<file path="src/rtl/sprog_pkg.sv">
package sprog_pkg;
    localparam int ADDR_W = 2;

    typedef enum logic [1:0] {
        SEL_REF  = 2'b00,
        SEL_DIV  = 2'b01,
        SEL_FUNC = 2'b10,
        SEL_INIT = 2'b11
    } latch_sel_e;

    typedef enum logic [1:0] {
        ST_EMPTY = 2'd0,
        ST_FILL  = 2'd1,
        ST_FULL  = 2'd2
    } rx_state_e;

    // Function/initialization payload, packed top bit first (word bits 23:2).
    typedef struct packed {
        logic [1:0] prescale;
        logic       pd2;
        logic [2:0] cur2;
        logic [2:0] cur1;
        logic [3:0] timer;
        logic       fl_mode;
        logic       fl_en;
        logic       cp_tri;
        logic       pd_pol;
        logic [2:0] mux;
        logic       pd1;
        logic       cnt_hold;
    } func_t;

    localparam int FUNC_W = $bits(func_t);
endpackage

</file>
<file path="src/rtl/sprog_rx.sv">
module sprog_rx #(
    parameter int WORD_W = 24
) (
    input  logic              clk,
    input  logic              rst_n,
    input  logic              ser_clk,
    input  logic              ser_data,
    input  logic              ser_le,
    output logic              shift_en,
    output logic              le_rise,
    output logic [WORD_W-1:0] word
);
    logic sclk_q;
    logic le_q;

    // Edge detection on the sampled serial lines.
    always_ff @(posedge clk) begin
        if (!rst_n) begin
            sclk_q <= 1'b0;
            le_q   <= 1'b0;
        end else begin
            sclk_q <= ser_clk;
            le_q   <= ser_le;
        end
    end

    // A load edge takes priority over a shift edge in the same cycle.
    assign le_rise  = ser_le & ~le_q;
    assign shift_en = ser_clk & ~sclk_q & ~le_rise;

    always_ff @(posedge clk) begin
        if (!rst_n) begin
            word <= '0;
        end else if (shift_en) begin
            word <= {word[WORD_W-2:0], ser_data};
        end
    end

    // a shift must move the previous word up by one bit
    assert_shift_order_R2: assert property (@(posedge clk) disable iff (!rst_n)
        shift_en |=> word[WORD_W-1:1] == $past(word[WORD_W-2:0]));
endmodule

</file>
<file path="src/rtl/sprog_ctrl.sv">
module sprog_ctrl
    import sprog_pkg::*;
#(
    parameter int WORD_W = 24
) (
    input  logic              clk,
    input  logic              rst_n,
    input  logic              shift_en,
    input  logic              le_rise,
    input  logic [ADDR_W-1:0] addr,
    input  logic              ref_ok,
    output logic              wr_ref,
    output logic              wr_div,
    output logic              wr_func,
    output logic              wr_init,
    output logic              load_err
);
    localparam int CNT_W = $clog2(WORD_W + 1);
    localparam logic [CNT_W-1:0] CNT_FULL = CNT_W'(WORD_W);
    localparam logic [CNT_W-1:0] CNT_LAST = CNT_W'(WORD_W - 1);

    rx_state_e        state, nxt;
    logic [CNT_W-1:0] bit_cnt;
    logic             accept;
    latch_sel_e       sel;

    assign sel = latch_sel_e'(addr);

    // State register.
    always_ff @(posedge clk) begin
        if (!rst_n) state <= ST_EMPTY;
        else        state <= nxt;
    end

    // Bit counter: saturates at a full word, restarts on every load.
    always_ff @(posedge clk) begin
        if (!rst_n)                             bit_cnt <= '0;
        else if (le_rise)                       bit_cnt <= '0;
        else if (shift_en && bit_cnt != CNT_FULL) bit_cnt <= bit_cnt + 1'b1;
    end

    // Next-state logic.
    always_comb begin
        nxt = state;
        unique case (state)
            ST_EMPTY: begin
                if (le_rise)       nxt = ST_EMPTY;
                else if (shift_en) nxt = (WORD_W == 1) ? ST_FULL : ST_FILL;
            end
            ST_FILL: begin
                if (le_rise)                               nxt = ST_EMPTY;
                else if (shift_en && bit_cnt == CNT_LAST)  nxt = ST_FULL;
            end
            ST_FULL: begin
                if (le_rise) nxt = ST_EMPTY;
            end
            default: nxt = ST_EMPTY;
        endcase
    end

    // Output decode: write strobes for the addressed latch.
    always_comb begin
        accept  = le_rise && (state == ST_FULL) && ((sel != SEL_REF) || ref_ok);
        wr_ref  = 1'b0;
        wr_div  = 1'b0;
        wr_func = 1'b0;
        wr_init = 1'b0;
        if (accept) begin
            unique case (sel)
                SEL_REF:  wr_ref  = 1'b1;
                SEL_DIV:  wr_div  = 1'b1;
                SEL_FUNC: wr_func = 1'b1;
                SEL_INIT: wr_init = 1'b1;
                default:  ;
            endcase
        end
    end

    always_ff @(posedge clk) begin
        if (!rst_n) load_err <= 1'b0;
        else        load_err <= le_rise && !accept;
    end

    // a load before a full word must be flagged next cycle
    assert_short_load_flag_R9: assert property (@(posedge clk) disable iff (!rst_n)
        (le_rise && state != ST_FULL) |=> load_err);

    // the full state always agrees with a saturated bit count
    assert_full_count_R10: assert property (@(posedge clk) disable iff (!rst_n)
        (state == ST_FULL) |-> (bit_cnt == CNT_FULL));

    // at most one latch is written per load
    assert_one_target_R11: assert property (@(posedge clk) disable iff (!rst_n)
        $onehot0({wr_ref, wr_div, wr_func, wr_init}));

    // every load edge returns the receiver to empty
    assert_load_restarts_R3: assert property (@(posedge clk) disable iff (!rst_n)
        le_rise |=> (state == ST_EMPTY && bit_cnt == '0));
endmodule

</file>
<file path="src/rtl/sprog_latches.sv">
module sprog_latches
    import sprog_pkg::*;
#(
    parameter int REF_W     = 14,
    parameter int A_W       = 6,
    parameter int B_W       = 13,
    parameter bit CHECK_REF = 1'b1,
    parameter int PAY_W     = 22
) (
    input  logic             clk,
    input  logic             rst_n,
    input  logic [PAY_W-1:0] payload,
    input  logic             wr_ref,
    input  logic             wr_div,
    input  logic             wr_func,
    input  logic             wr_init,
    output logic             ref_ok,
    output logic [REF_W-1:0] ref_div,
    output logic [1:0]       backlash_sel,
    output logic             lock_prec,
    output logic [A_W-1:0]   a_cnt,
    output logic [B_W-1:0]   b_cnt,
    output logic             cp_gain,
    output func_t            func,
    output logic             init_pulse
);
    // Payload positions (payload bit 0 is word bit 2).
    localparam int ABW_LSB  = REF_W;
    localparam int TEST_LSB = ABW_LSB + 2;
    localparam int LDP_BIT  = TEST_LSB + 2;
    localparam int B_LSB    = A_W;
    localparam int GAIN_BIT = B_LSB + B_W;

    logic [REF_W-1:0] new_ref;
    logic [1:0]       new_test;

    assign new_ref  = payload[REF_W-1:0];
    assign new_test = payload[TEST_LSB+1:TEST_LSB];

    generate
        if (CHECK_REF) begin : g_ref_check
            assign ref_ok = (new_ref != '0) && (new_test == 2'b00);
        end else begin : g_ref_open
            assign ref_ok = 1'b1;
        end
    endgenerate

    always_ff @(posedge clk) begin
        if (!rst_n) begin
            ref_div      <= '0;
            backlash_sel <= '0;
            lock_prec    <= 1'b0;
        end else if (wr_ref) begin
            ref_div      <= new_ref;
            backlash_sel <= payload[ABW_LSB+1:ABW_LSB];
            lock_prec    <= payload[LDP_BIT];
        end
    end

    always_ff @(posedge clk) begin
        if (!rst_n) begin
            a_cnt   <= '0;
            b_cnt   <= '0;
            cp_gain <= 1'b0;
        end else if (wr_div) begin
            a_cnt   <= payload[A_W-1:0];
            b_cnt   <= payload[B_LSB+B_W-1:B_LSB];
            cp_gain <= payload[GAIN_BIT];
        end
    end

    always_ff @(posedge clk) begin
        if (!rst_n) begin
            func       <= '0;
            init_pulse <= 1'b0;
        end else begin
            init_pulse <= wr_init;
            if (wr_func || wr_init) func <= func_t'(payload[FUNC_W-1:0]);
        end
    end

    // the initialization pulse lasts exactly one cycle
    assert_init_pulse_width_R8: assert property (@(posedge clk) disable iff (!rst_n)
        init_pulse |=> !init_pulse);

    // a function-only write never raises the initialization pulse
    assert_func_no_pulse_R8: assert property (@(posedge clk) disable iff (!rst_n)
        wr_func |=> !init_pulse);

    // the reference divide value never changes to zero
    assert_ref_nonzero_R5: assert property (@(posedge clk) disable iff (!rst_n)
        (CHECK_REF && !$stable(ref_div)) |-> (ref_div != '0));

    // divider fields hold when the divider latch is not written
    assert_div_hold_R11: assert property (@(posedge clk) disable iff (!rst_n)
        !wr_div |=> ($stable(a_cnt) && $stable(b_cnt) && $stable(cp_gain)));
endmodule

</file>
<file path="src/rtl/synth_prog_reg.sv">
module synth_prog_reg
    import sprog_pkg::*;
#(
    parameter int REF_W     = 14,
    parameter int A_W       = 6,
    parameter int B_W       = 13,
    parameter bit CHECK_REF = 1'b1
) (
    input  logic             clk,
    input  logic             rst_n,
    input  logic             ser_clk,
    input  logic             ser_data,
    input  logic             ser_le,
    output logic [REF_W-1:0] ref_div,
    output logic [1:0]       backlash_sel,
    output logic             lock_prec,
    output logic [A_W-1:0]   a_cnt,
    output logic [B_W-1:0]   b_cnt,
    output logic             cp_gain,
    output logic [1:0]       prescale_sel,
    output logic             pd2,
    output logic [2:0]       cur2,
    output logic [2:0]       cur1,
    output logic [3:0]       timer_sel,
    output logic             fl_mode,
    output logic             fl_en,
    output logic             cp_tristate,
    output logic             pd_pol,
    output logic [2:0]       mux_sel,
    output logic             pd1,
    output logic             cnt_hold,
    output logic             init_pulse,
    output logic             load_err
);
    localparam int WORD_W = FUNC_W + ADDR_W;
    localparam int PAY_W  = WORD_W - ADDR_W;

    logic              shift_en;
    logic              le_rise;
    logic [WORD_W-1:0] word;
    logic              ref_ok;
    logic              wr_ref, wr_div, wr_func, wr_init;
    func_t             func;

    sprog_rx #(.WORD_W(WORD_W)) u_rx (
        .clk      (clk),
        .rst_n    (rst_n),
        .ser_clk  (ser_clk),
        .ser_data (ser_data),
        .ser_le   (ser_le),
        .shift_en (shift_en),
        .le_rise  (le_rise),
        .word     (word)
    );

    sprog_ctrl #(.WORD_W(WORD_W)) u_ctrl (
        .clk      (clk),
        .rst_n    (rst_n),
        .shift_en (shift_en),
        .le_rise  (le_rise),
        .addr     (word[ADDR_W-1:0]),
        .ref_ok   (ref_ok),
        .wr_ref   (wr_ref),
        .wr_div   (wr_div),
        .wr_func  (wr_func),
        .wr_init  (wr_init),
        .load_err (load_err)
    );

    sprog_latches #(
        .REF_W     (REF_W),
        .A_W       (A_W),
        .B_W       (B_W),
        .CHECK_REF (CHECK_REF),
        .PAY_W     (PAY_W)
    ) u_latches (
        .clk          (clk),
        .rst_n        (rst_n),
        .payload      (word[WORD_W-1:ADDR_W]),
        .wr_ref       (wr_ref),
        .wr_div       (wr_div),
        .wr_func      (wr_func),
        .wr_init      (wr_init),
        .ref_ok       (ref_ok),
        .ref_div      (ref_div),
        .backlash_sel (backlash_sel),
        .lock_prec    (lock_prec),
        .a_cnt        (a_cnt),
        .b_cnt        (b_cnt),
        .cp_gain      (cp_gain),
        .func         (func),
        .init_pulse   (init_pulse)
    );

    assign prescale_sel = func.prescale;
    assign pd2          = func.pd2;
    assign cur2         = func.cur2;
    assign cur1         = func.cur1;
    assign timer_sel    = func.timer;
    assign fl_mode      = func.fl_mode;
    assign fl_en        = func.fl_en;
    assign cp_tristate  = func.cp_tri;
    assign pd_pol       = func.pd_pol;
    assign mux_sel      = func.mux;
    assign pd1          = func.pd1;
    assign cnt_hold     = func.cnt_hold;
endmodule

</file>
<file path="config.mk">
export PLATFORM = sky130hd
export DESIGN_NAME = synth_prog_reg
export DESIGN_NICKNAME = d
export VERILOG_FILES = /design/src/rtl/sprog_pkg.sv /design/src/rtl/sprog_rx.sv /design/src/rtl/sprog_ctrl.sv /design/src/rtl/sprog_latches.sv /design/src/rtl/synth_prog_reg.sv
export SDC_FILE = /design/constraint.sdc
export NUM_CORES = 1
export LEC_CHECK = 0
export BUFFER_PORTS_ARGS = -buffer_cell sky130_fd_sc_hd__buf_2
export CORE_UTILIZATION = 55
export DETAILED_ROUTE_END_ITERATION = 10
export PLACE_DENSITY = 0.79
export SETUP_SLACK_MARGIN = 0.1
export SLEW_MARGIN = 10
export SYNTH_ARGS = -nofsm -noshare
export SYNTH_HDL_FRONTEND = slang
export SYNTH_SLANG_ARGS = --single-unit
</file>
<file path="constraint.sdc">
create_clock -name clk -period 1.85 [get_ports clk]
set_input_delay 0.185 -clock clk [delete_from_list [all_inputs] [get_ports clk]]
set_output_delay 0.185 -clock clk [all_outputs]
set_load 0.05 [all_outputs]
</file>
==> results.json <==
{
  "outcome": "complete, no violations",
  "pwr-share-clk_pct": 37.8,
  "synth_top_cell_by_area": "dfxtp_1",
  "setup_ws_ns": 0.146,
  "grt_max_degree": 37,
  "drc": 0,
  "wl_met1_um": 3870,
  "hold_ws_ns": 0.0578,
  "clock_latency_ns": 0.35,
  "place_ws_ns": -0.217,
  "die-area_mm2": 0.00699,
  "htree_num_levels": 3,
  "multi_input_area_mm2": 0.00166,
  "avgSynthCellArea_um2": 9.09,
  "yosys_warnings": 0,
  "root_buffer": "clkbuf_8",
  "fp.dieW_um": 83.6,
  "fin_nets": 497,
  "num-fill-cells": 527,
  "fmaxAchievable_mhz": 587,
  "ys_ff_latch": 94,
  "cp_max_fo": 7,
  "gp_congestion": 0.817,
  "max-slew-margin-rel_pct": 63.5,
  "rsz0062_at_grt": "true",
  "grt_pass1_vias": 2747,
  "post_dp_cell_area_mm2": 0.00426,
  "overflow": 0,
  "final_common_cell": "nand2_1",
  "num_antenna_cells": 0,
  "first_pass_iters": 4,
  "ant_nets": 0,
  "cts_tree": "yes",
  "tightest_slew_ns": 0.547,
  "drv_slew": 0,
  "ys_seq_area_share_pct": 51.3,
  "critPathCaptureType": "flop",
  "synth.distinct_cells": 32,
  "drt-initial-drc-count": 231,
  "yosysTopAreaCellShare_pct": 51.3,
  "ys_top_cells_by_area": "dfxtp_1 51%, nand2_1 14%, mux2i_1 10%, a21boi_0 8.4%, nor2b_1 3.8%",
  "worstPathRequired_ns": 2.13,
  "netlist_area_mm2": 0.00366,
  "wl_um": 8280,
  "crit_type": "flop to flop",
  "finalNonFillerCells": 572,
  "via_per_inst": 5.30,
  "power.total_uw": 3480,
  "period_needed_ns": 1.70,
  "internal_power_uw": 2700,
  "dp_hpwl_um": 5750,
  "cts.clk_slew.worst_paths_ns": 0.09,
  "setup_viol": 0,
  "port-buffer-count": 65,
  "design_area_mm2": 0.00446,
  "routed.top_layer": "met4",
  "die_h_um": 83.6,
  "p_leak_uw": 0.00190,
  "routed-wl-met3_um": 444,
  "place_inst": 554,
  "syn_inst": 403,
  "grtUsageTotal_pct": 24.2,
  "hold_path.class": "input port to flop",
  "startpoint_type": "flop",
  "cts_buffers": 9,
  "wire_per_inst_um": 14.5,
  "seqPwrFrac_pct": 58.4,
  "p_sw_share_pct": 22.5,
  "peakVddDrop_uv": 533,
  "synth_fp_nets": 410,
  "mostFrequentLayoutCells": "134 x nand2_1, 94 x dfxtp_1, 65 x buf_2, 41 x a21boi_0, 37 x mux2i_1",
  "grt_pass1_wl_um": 13500,
  "cap_violations": 0,
  "post_cts_resized": 0,
  "fin_crit_sh_pct": 92.1,
  "layout-drive-gt1-share_pct": 23.4,
  "antenna_found_initial": 0,
  "power_frac_comb_pct": 3.8,
  "syn_to_final_growth_pct": 21.7,
  "finalHoldViolCount": 0,
  "p_switching_uw": 784,
  "skew_ns": 0.00870,
  "crit_arrival_ns": 1.98,
  "wl_met2_um": 3840,
  "rows": 29,
  "via_count": 3032,
  "powerDensity_mw_per_mm2": 781,
  "initial_utilization_pct": 57.4,
  "postCtsHoldBufs": 0,
  "coreArea_mm2": 0.00639,
  "numClockSinks": 94,
  "num_io_pins": 66,
  "cts_buffer_depth": 2,
  "ff_latch_area_mm2": 0.00188
}
## worst max-delay path: stages (launching register included)
cell and delay (ns):
dfxtp_1 0.35, and4bb_1 0.34, nand2_1 0.12, nor4_4 0.37, buf_4 0.25, mux2i_1 0.20
## power groups by stage
| stage | clock [uW] | combinational (uW) | sequential (uW) |
|---|---|---|---|
| floorplan | 0 | 83.2 | 2090 |
| global placement | 0 | 130 | 2080 |
| detailed placement | 0 | 131 | 2080 |
| CTS | 1330 | 131 | 2030 |
| global route | 1420 | 142 | 2040 |
| finish | 1320 | 132 | 2030 |
## layout make-up
cell class / instances / share of cell area [%]
inverter: 3 / 0.252
clock inverter: 6 / 1.40
multi-input combinational: 282 / 37.1
sequential: 94 / 42.2
timing repair buffer: 100 / 14.0
tap: 77 / 2.16
clock buffer: 10 / 2.86
## through the flow
stage | TNS (ns) | util [%]
after detailed placement | -1.39 | 66.7
after CTS | 0 | 69.9
after floorplan | 0 | -
after global routing | 0 | 69.9
after global placement | -0.894 | 66.7
final | 0 | 69.9
## logic make-up after synthesis
logic type,share of synthesized area (%)
flip-flops,51.3
AND/OR/NAND/NOR,23.0
XOR/XNOR,0.956
multiplexers,10.1
AO/OA/AOI/OAI,10.2
adder cells (fa/ha/maj),0.683
buffers and inverters,3.69
## routing by layer
layer,global-route usage [%],up-vias
met2,37.8,89
met4,9.24,0
li1,-,1496
met3,5.14,16
met1,32.9,1431
met5,0,-
## worst paths after layout
| kind | end | start | slack [ns] | depth (start not counted) |
|---|---|---|---|---|
| setup / recovery | u_latches.ref_div[1] | u_ctrl.state[0] | 0.15 | 5 |
| hold / removal | u_rx.sclk_q | ser_clk | 0.06 | 2 |
| setup reg to reg | u_latches.ref_div[1] | u_ctrl.state[0] | 0.15 | 5 |
| hold reg to reg | u_latches.ref_div[9] | u_latches.ref_div[9] | 0.46 | 2 |
## repair_timing
| item | in CTS | in global routing |
|---|---|---|
| pin swaps | 1 | 0 |
| endpoints found under the setup margin | 17 | 1 |
| setup buffers | 2 | 0 |
## Yosys cell counts
| library cell | instances |
|---|---|
| and4_1 | 1 |
| nor3_1 | 2 |
| ha_1 | 2 |
| and4bb_1 | 1 |
| clkbuf_1 | 14 |
| o31ai_1 | 1 |
| nand4b_1 | 2 |
| dfxtp_1 | 94 |
| and2_1 | 3 |
| a31oi_1 | 1 |
| nor4_2 | 1 |
| nand2b_1 | 2 |
| nand3b_1 | 2 |
| o22ai_1 | 1 |
| and3_1 | 2 |
| buf_2 | 8 |
| and3b_1 | 1 |
| nand4_1 | 2 |
| a21boi_1 | 5 |
| xor2_1 | 2 |
| buf_6 | 1 |
| mux2i_1 | 37 |
| nor2_1 | 7 |
| a21boi_0 | 41 |
| buf_12 | 1 |
| a21oi_1 | 2 |
| nand2_1 | 134 |
| xnor2_1 | 2 |
| nor2b_1 | 22 |
| nor4_1 | 3 |
| inv_1 | 3 |
| nand3_1 | 3 |
## state kept, by name, indices dropped and copies added, names as in the netlist, 2 cells and up
name and count:
u_rx.word 24, u_latches.func 22, u_latches.ref_div 14, u_latches.b_cnt 13
u_latches.a_cnt 6, u_ctrl.bit_cnt 5, u_ctrl.state 2, u_latches.backlash_sel 2
Power figures use the tool's default switching activity.
